## src/rtl/lc_pkg.sv

```systemverilog
package lc_pkg;
  typedef logic [3:0] digit_t;
  typedef logic [6:0] seg_t;

  localparam digit_t TOP_DIGIT = 4'd9;
  localparam seg_t   SEG_ZERO  = 7'h3F;

  // bit 0 = a ... bit 6 = g, active high
  function automatic seg_t digit_to_seg(input digit_t d);
    seg_t s;
    case (d)
      4'd0:    s = 7'h3F;
      4'd1:    s = 7'h06;
      4'd2:    s = 7'h5B;
      4'd3:    s = 7'h4F;
      4'd4:    s = 7'h66;
      4'd5:    s = 7'h6D;
      4'd6:    s = 7'h7D;
      4'd7:    s = 7'h07;
      4'd8:    s = 7'h7F;
      4'd9:    s = 7'h6F;
      default: s = 7'h00;
    endcase
    return s;
  endfunction
endpackage

```

## src/rtl/lc_rst_hold.sv

```systemverilog
module lc_rst_hold #(
  parameter int HOLD_CYCLES = 16
) (
  input  logic clk,
  input  logic rst_n,
  output logic core_rst_n
);
  localparam int CW = $clog2(HOLD_CYCLES + 1);
  localparam logic [CW-1:0] LAST = CW'(HOLD_CYCLES - 1);

  logic          sync1, sync2;
  logic [CW-1:0] cnt_q, cnt_d;
  logic          done_q, done_d;

  always_ff @(posedge clk or negedge rst_n) begin
    if (!rst_n) begin
      sync1 <= 1'b0;
      sync2 <= 1'b0;
    end else begin
      sync1 <= 1'b1;
      sync2 <= sync1;
    end
  end

  always_comb begin
    cnt_d  = cnt_q;
    done_d = done_q;
    if (sync2 && !done_q) begin
      if (cnt_q == LAST) done_d = 1'b1;
      else               cnt_d  = cnt_q + 1'b1;
    end
  end

  always_ff @(posedge clk or negedge rst_n) begin
    if (!rst_n) begin
      cnt_q  <= '0;
      done_q <= 1'b0;
    end else begin
      cnt_q  <= cnt_d;
      done_q <= done_d;
    end
  end

  assign core_rst_n = done_q;
endmodule

```

## src/rtl/lc_debounce.sv

```systemverilog
module lc_debounce #(
  parameter int WIN_CYCLES = 8
) (
  input  logic clk,
  input  logic rst_n,
  input  logic raw_in,
  output logic level,
  output logic rise
);
  localparam int CW = $clog2(WIN_CYCLES + 1);
  localparam logic [CW-1:0] LAST = CW'(WIN_CYCLES - 1);

  logic          sync1, sync2;
  logic [CW-1:0] cnt_q, cnt_d;
  logic          stable_q, stable_d;
  logic          rise_q, rise_d;

  always_comb begin
    cnt_d    = '0;
    stable_d = stable_q;
    rise_d   = 1'b0;
    if (sync2 != stable_q) begin
      if (cnt_q == LAST) begin
        stable_d = sync2;
        rise_d   = sync2;
      end else begin
        cnt_d = cnt_q + 1'b1;
      end
    end
  end

  always_ff @(posedge clk or negedge rst_n) begin
    if (!rst_n) begin
      sync1    <= 1'b0;
      sync2    <= 1'b0;
      cnt_q    <= '0;
      stable_q <= 1'b0;
      rise_q   <= 1'b0;
    end else begin
      sync1    <= raw_in;
      sync2    <= sync1;
      cnt_q    <= cnt_d;
      stable_q <= stable_d;
      rise_q   <= rise_d;
    end
  end

  assign level = stable_q;
  assign rise  = rise_q;
endmodule

```

## src/rtl/lc_prescale.sv

```systemverilog
module lc_prescale #(
  parameter int PERIOD = 100
) (
  input  logic clk,
  input  logic rst_n,
  input  logic en,
  output logic tick
);
  localparam int CW = $clog2(PERIOD + 1);
  localparam logic [CW-1:0] LAST = CW'(PERIOD - 1);

  logic [CW-1:0] cnt_q, cnt_d;

  always_comb begin
    if (!en)                cnt_d = '0;
    else if (cnt_q == LAST) cnt_d = '0;
    else                    cnt_d = cnt_q + 1'b1;
  end

  always_ff @(posedge clk or negedge rst_n) begin
    if (!rst_n) cnt_q <= '0;
    else        cnt_q <= cnt_d;
  end

  assign tick = en && (cnt_q == LAST);
endmodule

```

## src/rtl/launch_countdown.sv

```systemverilog
module launch_countdown
  import lc_pkg::*;
#(
  parameter int CLK_HZ = 50_000_000
) (
  input  logic       clk,
  input  logic       rst_n,
  input  logic       start_btn,
  output logic [6:0] seg,
  output logic       lamp,
  output logic       running
);
  localparam int TICK_CYCLES = CLK_HZ;
  localparam int DEB_CYCLES  = (CLK_HZ / 20 > 0) ? CLK_HZ / 20 : 1;
  localparam int HOLD_CYCLES = (CLK_HZ / 20 > 0) ? CLK_HZ / 20 : 1;

  logic   core_rst_n;
  logic   btn_level, start_rise;
  logic   tick, zero_shown;
  digit_t digit, digit_d;
  logic   lamp_q, lamp_d;
  seg_t   seg_w;

  lc_rst_hold #(.HOLD_CYCLES(HOLD_CYCLES)) u_rst (
    .clk(clk), .rst_n(rst_n), .core_rst_n(core_rst_n));

  lc_debounce #(.WIN_CYCLES(DEB_CYCLES)) u_deb (
    .clk(clk), .rst_n(core_rst_n), .raw_in(start_btn),
    .level(btn_level), .rise(start_rise));

  lc_prescale #(.PERIOD(TICK_CYCLES)) u_tick (
    .clk(clk), .rst_n(core_rst_n), .en(!zero_shown), .tick(tick));

  // zero is the only digit with g dark and f lit
  assign seg_w      = digit_to_seg(digit);
  assign zero_shown = !seg_w[6] && seg_w[5];

  always_comb begin
    digit_d = digit;
    lamp_d  = lamp_q;
    if (start_rise && zero_shown) begin
      digit_d = TOP_DIGIT;
      lamp_d  = 1'b0;
    end else if (tick) begin
      digit_d = digit - 1'b1;
      if (digit == 4'd1) lamp_d = 1'b1;
    end
  end

  always_ff @(posedge clk or negedge core_rst_n) begin
    if (!core_rst_n) begin
      digit  <= '0;
      lamp_q <= 1'b1;
    end else begin
      digit  <= digit_d;
      lamp_q <= lamp_d;
    end
  end

  assign seg     = seg_w;
  assign lamp    = lamp_q;
  assign running = !zero_shown;

  logic unused_level;
  assign unused_level = btn_level;
endmodule

```

## config.mk

```make
export PLATFORM = sky130hd
export DESIGN_NAME = launch_countdown
export DESIGN_NICKNAME = d
export VERILOG_FILES = /design/src/rtl/lc_pkg.sv /design/src/rtl/lc_rst_hold.sv /design/src/rtl/lc_debounce.sv /design/src/rtl/lc_prescale.sv /design/src/rtl/launch_countdown.sv
export SDC_FILE = /design/constraint.sdc
export NUM_CORES = 1
export LEC_CHECK = 0
export ABC_AREA = 1
export BUFFER_PORTS_ARGS = -buffer_cell sky130_fd_sc_hd__buf_2
export CAP_MARGIN = 20
export CORE_MARGIN = 5
export CORE_UTILIZATION = 35
export DETAILED_ROUTE_END_ITERATION = 6
export PLACE_DENSITY_LB_ADDON = 0.05
export RECOVER_POWER = 100
export SLEW_MARGIN = 20
export SYNTH_ARGS = -nofsm -noshare
export SYNTH_HDL_FRONTEND = slang
export SYNTH_SLANG_ARGS = --single-unit
export TNS_END_PERCENT = 20
```

## constraint.sdc

```tcl
create_clock -name clk -period 1.98 [get_ports clk]
set_input_delay 0.099 -clock clk [delete_from_list [all_inputs] [get_ports clk]]
set_output_delay 0.099 -clock clk [all_outputs]
set_load 0.05 [all_outputs]
```

* Word level (Yosys, flattened, before mapping)
Memories as Yosys holds them, arrays and structs flattened. Cells that the tools add are included.
Cells by class: $add $sub $neg 4, equality and inequality tests 5, multiplexer cells 11, bitwise operators 1, reduce and logical (&&, ||, !) cells 13
Operators by type and width (number):
- $mux W26 | 2
- $add A22 B1 Y22 const B | 2
- $eq A22 B22 Y1 const B | 2
- $mux W22 | 2
- $add A26 B1 Y26 const B | 1
- $eq A26 B26 Y1 const B | 1
- $mux W4 | 2
- $reduce_and A2 Y1 | 4
- $mux W1 | 5
- $eq A4 B1 Y1 const B | 1
- $logic_and A1 B1 Y1 | 4
- $reduce_bool A2 Y1 | 2
- $sub A4 B1 Y4 const B | 1
- $logic_not A1 Y1 | 3
- $ne A1 B1 Y1 | 1
- $not A1 Y1 | 1
Storage, ports and cells: register bits 82, ROM bits 112, bits of input ports 3, memories kept 1
Memories:
- (no name shown) | depth 16, width 7, read ports 1, clocked after memory_dff 0, write ports 0, RTL line lc_pkg.sv:11 | case (d)

* Longest topological paths before layout
An unclocked memory read counts as a cell.
depth in word-level cells 7, mapped depth 10, gate-level depth less buffers 10

* Cells and area by module
A second synthesis with hierarchy kept.
Unflattened totals: cell total of the unflattened synthesis 686, area, all modules 5021.1 µm²
By module, submodules not included:
- lc_prescale | times used 1, cells each 222, area an instance 1544.0 µm², sequential area each 650.6 µm²
- lc_debounce | times used 1, cells each 188, area an instance 1525.2 µm², sequential area each 650.6 µm²
- lc_rst_hold | times used 1, cells each 213, area an instance 1497.7 µm², sequential area each 625.6 µm²
- launch_countdown | times used 1, cells each 63, area an instance 454.2 µm², sequential area each 126.4 µm²

* Worst setup path after synthesis
No wires, ideal clock.
path kind register to register, start point register u_rst.done_q (netlist: u_rst.core_rst_n), end point register u_rst.cnt_q[12], arrival time 2244 ps, slack -380 ps, stages on the path, launching flop included 7, path buffers 1, period minus slack after synthesis 2360 ps, cells stage by stage dfrtp_1 nor2_1 nand2_4 inv_2 buf_6 nand2_1 nand2_1
On the way: cells in the longest elaborated chain, start to end 3
RTL lines:
- start: declaration | RTL line lc_rst_hold.sv:13 | logic done_q, done_d;
- start signal: assignment | RTL line lc_rst_hold.sv:40 | done_q <= done_d;
- $logic_not A1 Y1 (no line)
- $logic_and A1 B1 Y1 | RTL line lc_rst_hold.sv:28 | if (sync2 && !done_q) begin
- $reduce_and A2 Y1 (no line)
- end signal: assignment | RTL line lc_rst_hold.sv:39 | cnt_q <= cnt_d;
- end: declaration | RTL line lc_rst_hold.sv:12 | logic [CW-1:0] cnt_q, cnt_d;
Every way passes these cells. A chain may end at the register's enable or synchronous reset.

* Worst setup path after layout
start point register digit[0], end point output seg[3]
On the way: cells in the longest elaborated chain, start to end 1
RTL lines:
- start: declaration | RTL line launch_countdown.sv:20 | digit_t digit, digit_d;
- start signal: assignment | RTL line launch_countdown.sv:55 | digit <= digit_d;
- $mem_v2 Z16 W7
- end: declaration | RTL line launch_countdown.sv:9 | output logic [6:0] seg,
Every way passes these cells.

==> summary.txt <==
Worst Setup Start Kind: flop
Synth cell types: 35
final non-filler cell total: 938
die area: 17100 um^2
Core Area: 14400 um^2
max-cap violations: 0
hold crit path type: reg2reg
post-CTS setup buffers: 0
Die H: 131 um
clk_skew: 5.89 ps
Critical Path RT: 1880 ps
first-pass GRT wire length: 20500 um
RSZ-0062 raised after global routing: false
Buf/Inv on CP: 3
Area growth, synth to finish: 11.3%
met3 WL: 298 um
Worst Hold Path EP: u_rst.sync2$_DFF_PN0_
total power: 3.71 mW
diode count: 0
Mapped Avg Cell Area: 7.03 um^2
R2R Path Start: digit[0]$_DFFE_PN0P_
WL met2: 5430 um
Die Width: 131 um
status: complete, no violations
r2r endpoint: u_tick.cnt_q[22]$_DFF_PN0_
dpl cells: 920
I/O pins: 12
Fin. Hold Viols: 0
fmax: 544 MHz
initial antenna violation count: 0
count of final max-slew check failures: 0
Detailed Route WL: 11700 um
grt ovf: 0
sw power: 867 uW
DRC errors left: 0
Flop pwr share: 48.4%
cts bufs inserted: 9
register area share after synthesis: 40.3%
Syn. warnings: 0
hold path depth: 0
internal power: 2.84 mW
VDD IR-drop max: 0.370 mV
Tmin final: 1840 ps
setup slack, reg-to-reg: 160 ps
Vias per Instance: 4.67
Final Setup Violations: 0
utilization after layout: 39.3%
Clk Latency, worst-skew pair: 340 ps
power density over the cells: 654 nW/um^2
mapped cell area: 5090 um^2
clk sinks: 82
Final ANT Viol Nets: 0
top_reg_cell synth: dfrtp_1
critical path class: reg2out
clock slew at reported path FFs: 60 ps
wire length per cell: 12.5 um
CTS tree: done
leakage power: 2.41 nW
CP max FO: 7
H-tree levels: 3
first-pass detailed-route iteration total: 4
Site Rows: 44
crit path cell chain: inv_1 > ha_1 > inv_1 > o21ai_1 > nor2_1 > nor2_1 > buf_4
EDFF count, synth: 0
worst-margin pin slew: 1390 ps
clock group share of total power: 46.9%
Initial Util: 35.3%
Slew Limit Headroom: 7.05%
Syn Nets: 740
Worst R2R Path Depth: 9
max incr delay on CP: 430 ps
CP Capture Type: output pin
root buffer cell: clkbuf_16
nets: 764
total global-route track usage: 15.1%
setup tns final: 0 ps
initial DRC count: 240
delay-heaviest family, CP: flip-flops
Final Cycle Share: 92.8%
ratio of cells with drive above 1 in the final layout: 9.02%
top layer in use: met4
slowest CP cell: dfrtp_2
Hold Worst Slack: 347 ps
Mapped Cells: 725
maximum number of pins on one net before global-route repair: 59
# port buffers: 11
sw frac: 23.4%
Worst EP arrival: 1740 ps
Post-Route M1 WL: 5760 um
vias in the first global route: 4208
Synth async-reset ratio: 100%
Max clock buf depth: 2
Comb pwr share: 4.7%
gpl congestion: 0.875
vias post-DR: 4379
DP HPWL: 8670 um
Seq cells post-synth: 82
worst hold start: u_rst.sync1$_DFF_PN0_
==> timing repair <==
item / CTS / global route
hold buffers: 2 / 0
endpoints found under the hold margin: 26 / 0
setup endpoints to repair: 1 / 2
resized for setup: 3 / 1
pin swaps: 0 / 0
==> per-layer routing <==
layer  up-vias  global-route usage [%]
li1       2286                       -
met1      2020                    20.2
met2        55                    24.3
met3        18                    2.44
met4         0                    6.29
met5         -                       0
==> power groups by stage <==
stage | Sequential (mW) | Clock, mW | Combinational (mW)
final | 1.80 | 1.74 | 0.174
after global routing | 1.80 | 1.87 | 0.211
after CTS | 1.79 | 1.82 | 0.180
after detailed placement | 1.83 | 0 | 0.175
after global placement | 1.83 | 0 | 0.175
after floorplan | 1.81 | 0 | 0.142
==> Yosys cell counts (all sizes together) (2+ instances only) <==
cell | instances | area share, %
nand4 | 10 | 1.2
a21oi | 7 | 0.91
nor2 | 170 | 14
xnor2 | 17 | 2.9
nand2 | 255 | 19
xor2 | 15 | 2.6
o21ai | 12 | 1.3
nand3 | 47 | 5.6
inv | 69 | 5.1
dfrtp | 81 | 40
o21bai | 2 | 0.29
buf | 6 | 1.2
ha | 12 | 2.9
nor3 | 13 | 1.5
nor3b | 2 | 0.29
==> stage by stage <==
step	worst slack, ps	instance area [um^2]
after detailed placement	226	5370
final	142	5670
after global routing	9.04	5670
after global placement	228	5370
after floorplan	15.8	5100
after CTS	39.0	5700
==> state kept, by name, summed over array words and instances (netlist names) <==
name              flops
u_tick.cnt_q         26
u_deb.cnt_q          22
u_rst.sync2           1
lamp                  1
u_deb.rise            1
u_deb.level           1
u_deb.sync2           1
u_rst.cnt_q          22
digit                 4
u_rst.core_rst_n      1
u_rst.sync1           1
u_deb.sync1           1
==> cells in the final DEF (no fill, tap or decap), types with 2 or more instances in the layout <==
master         count
nand2_1          249
nor2_1           155
dfrtp_1           78
inv_1             64
nand3_1           44
xnor2_1           17
xor2_1            15
ha_1              12
nor3_1            11
nor2_2            10
nand4_1           10
o21ai_0            9
clkbuf_16          9
clkbuf_2           8
a21oi_1            6
buf_4              6
inv_2              5
nor2_4             5
nand2_2            4
clkbuf_1           4
nand3_4            3
dfrtp_2            3
o21bai_1           2
nor3_2             2
nor3b_1            2
o21ai_1            2
nand2_4            2
clkinvlp_4         2
clkbuf_8           2
dlygate4sd3_1      2
==> kinds of logic after synthesis <==
logic type,Yosys count,synth area share [%]
other cells,1,0.0736
flops,82,40.3
xor+xnor,32,5.50
simple gates,499,42.0
compound gates,23,2.73
fa+ha+maj,12,2.95
buf+inv,76,6.41
==> final cells by class <==
type	instances	area, um^2
fill	1543	8750
multi-input combinational	567	2700
sequential	82	2060
inverter	69	259
clock buffer	12	256
tap	184	230
timing repair buffer	20	121
clock inverter	4	50.0
==> worst register-to-register path: stages (launching register included) <==
cell and delay (ps):
dfrtp_2 430, inv_1 120, ha_1 210, nand2_1 90, o21ai_2 90, nand3_4 90
inv_2 150, a21oi_4 300, nand2_1 100, nor2_1 150
==> worst max-delay path by stage <==
| stage | startpoint | end | cells after the start |
|---|---|---|---|
| floorplan | digit[0]$_DFFE_PN0P_ | seg[6] | 4 |
| global placement | digit[0]$_DFFE_PN0P_ | u_tick.cnt_q[23]$_DFF_PN0_ | 9 |
| detailed placement | digit[0]$_DFFE_PN0P_ | u_tick.cnt_q[20]$_DFF_PN0_ | 9 |
| CTS | digit[0]$_DFFE_PN0P_ | seg[3] | 7 |
| global route | digit[0]$_DFFE_PN0P_ | digit[1]$_DFFE_PN0P_ | 9 |
| finish | digit[0]$_DFFE_PN0P_ | seg[3] | 7 |
Power figures use the tool's default switching activity.
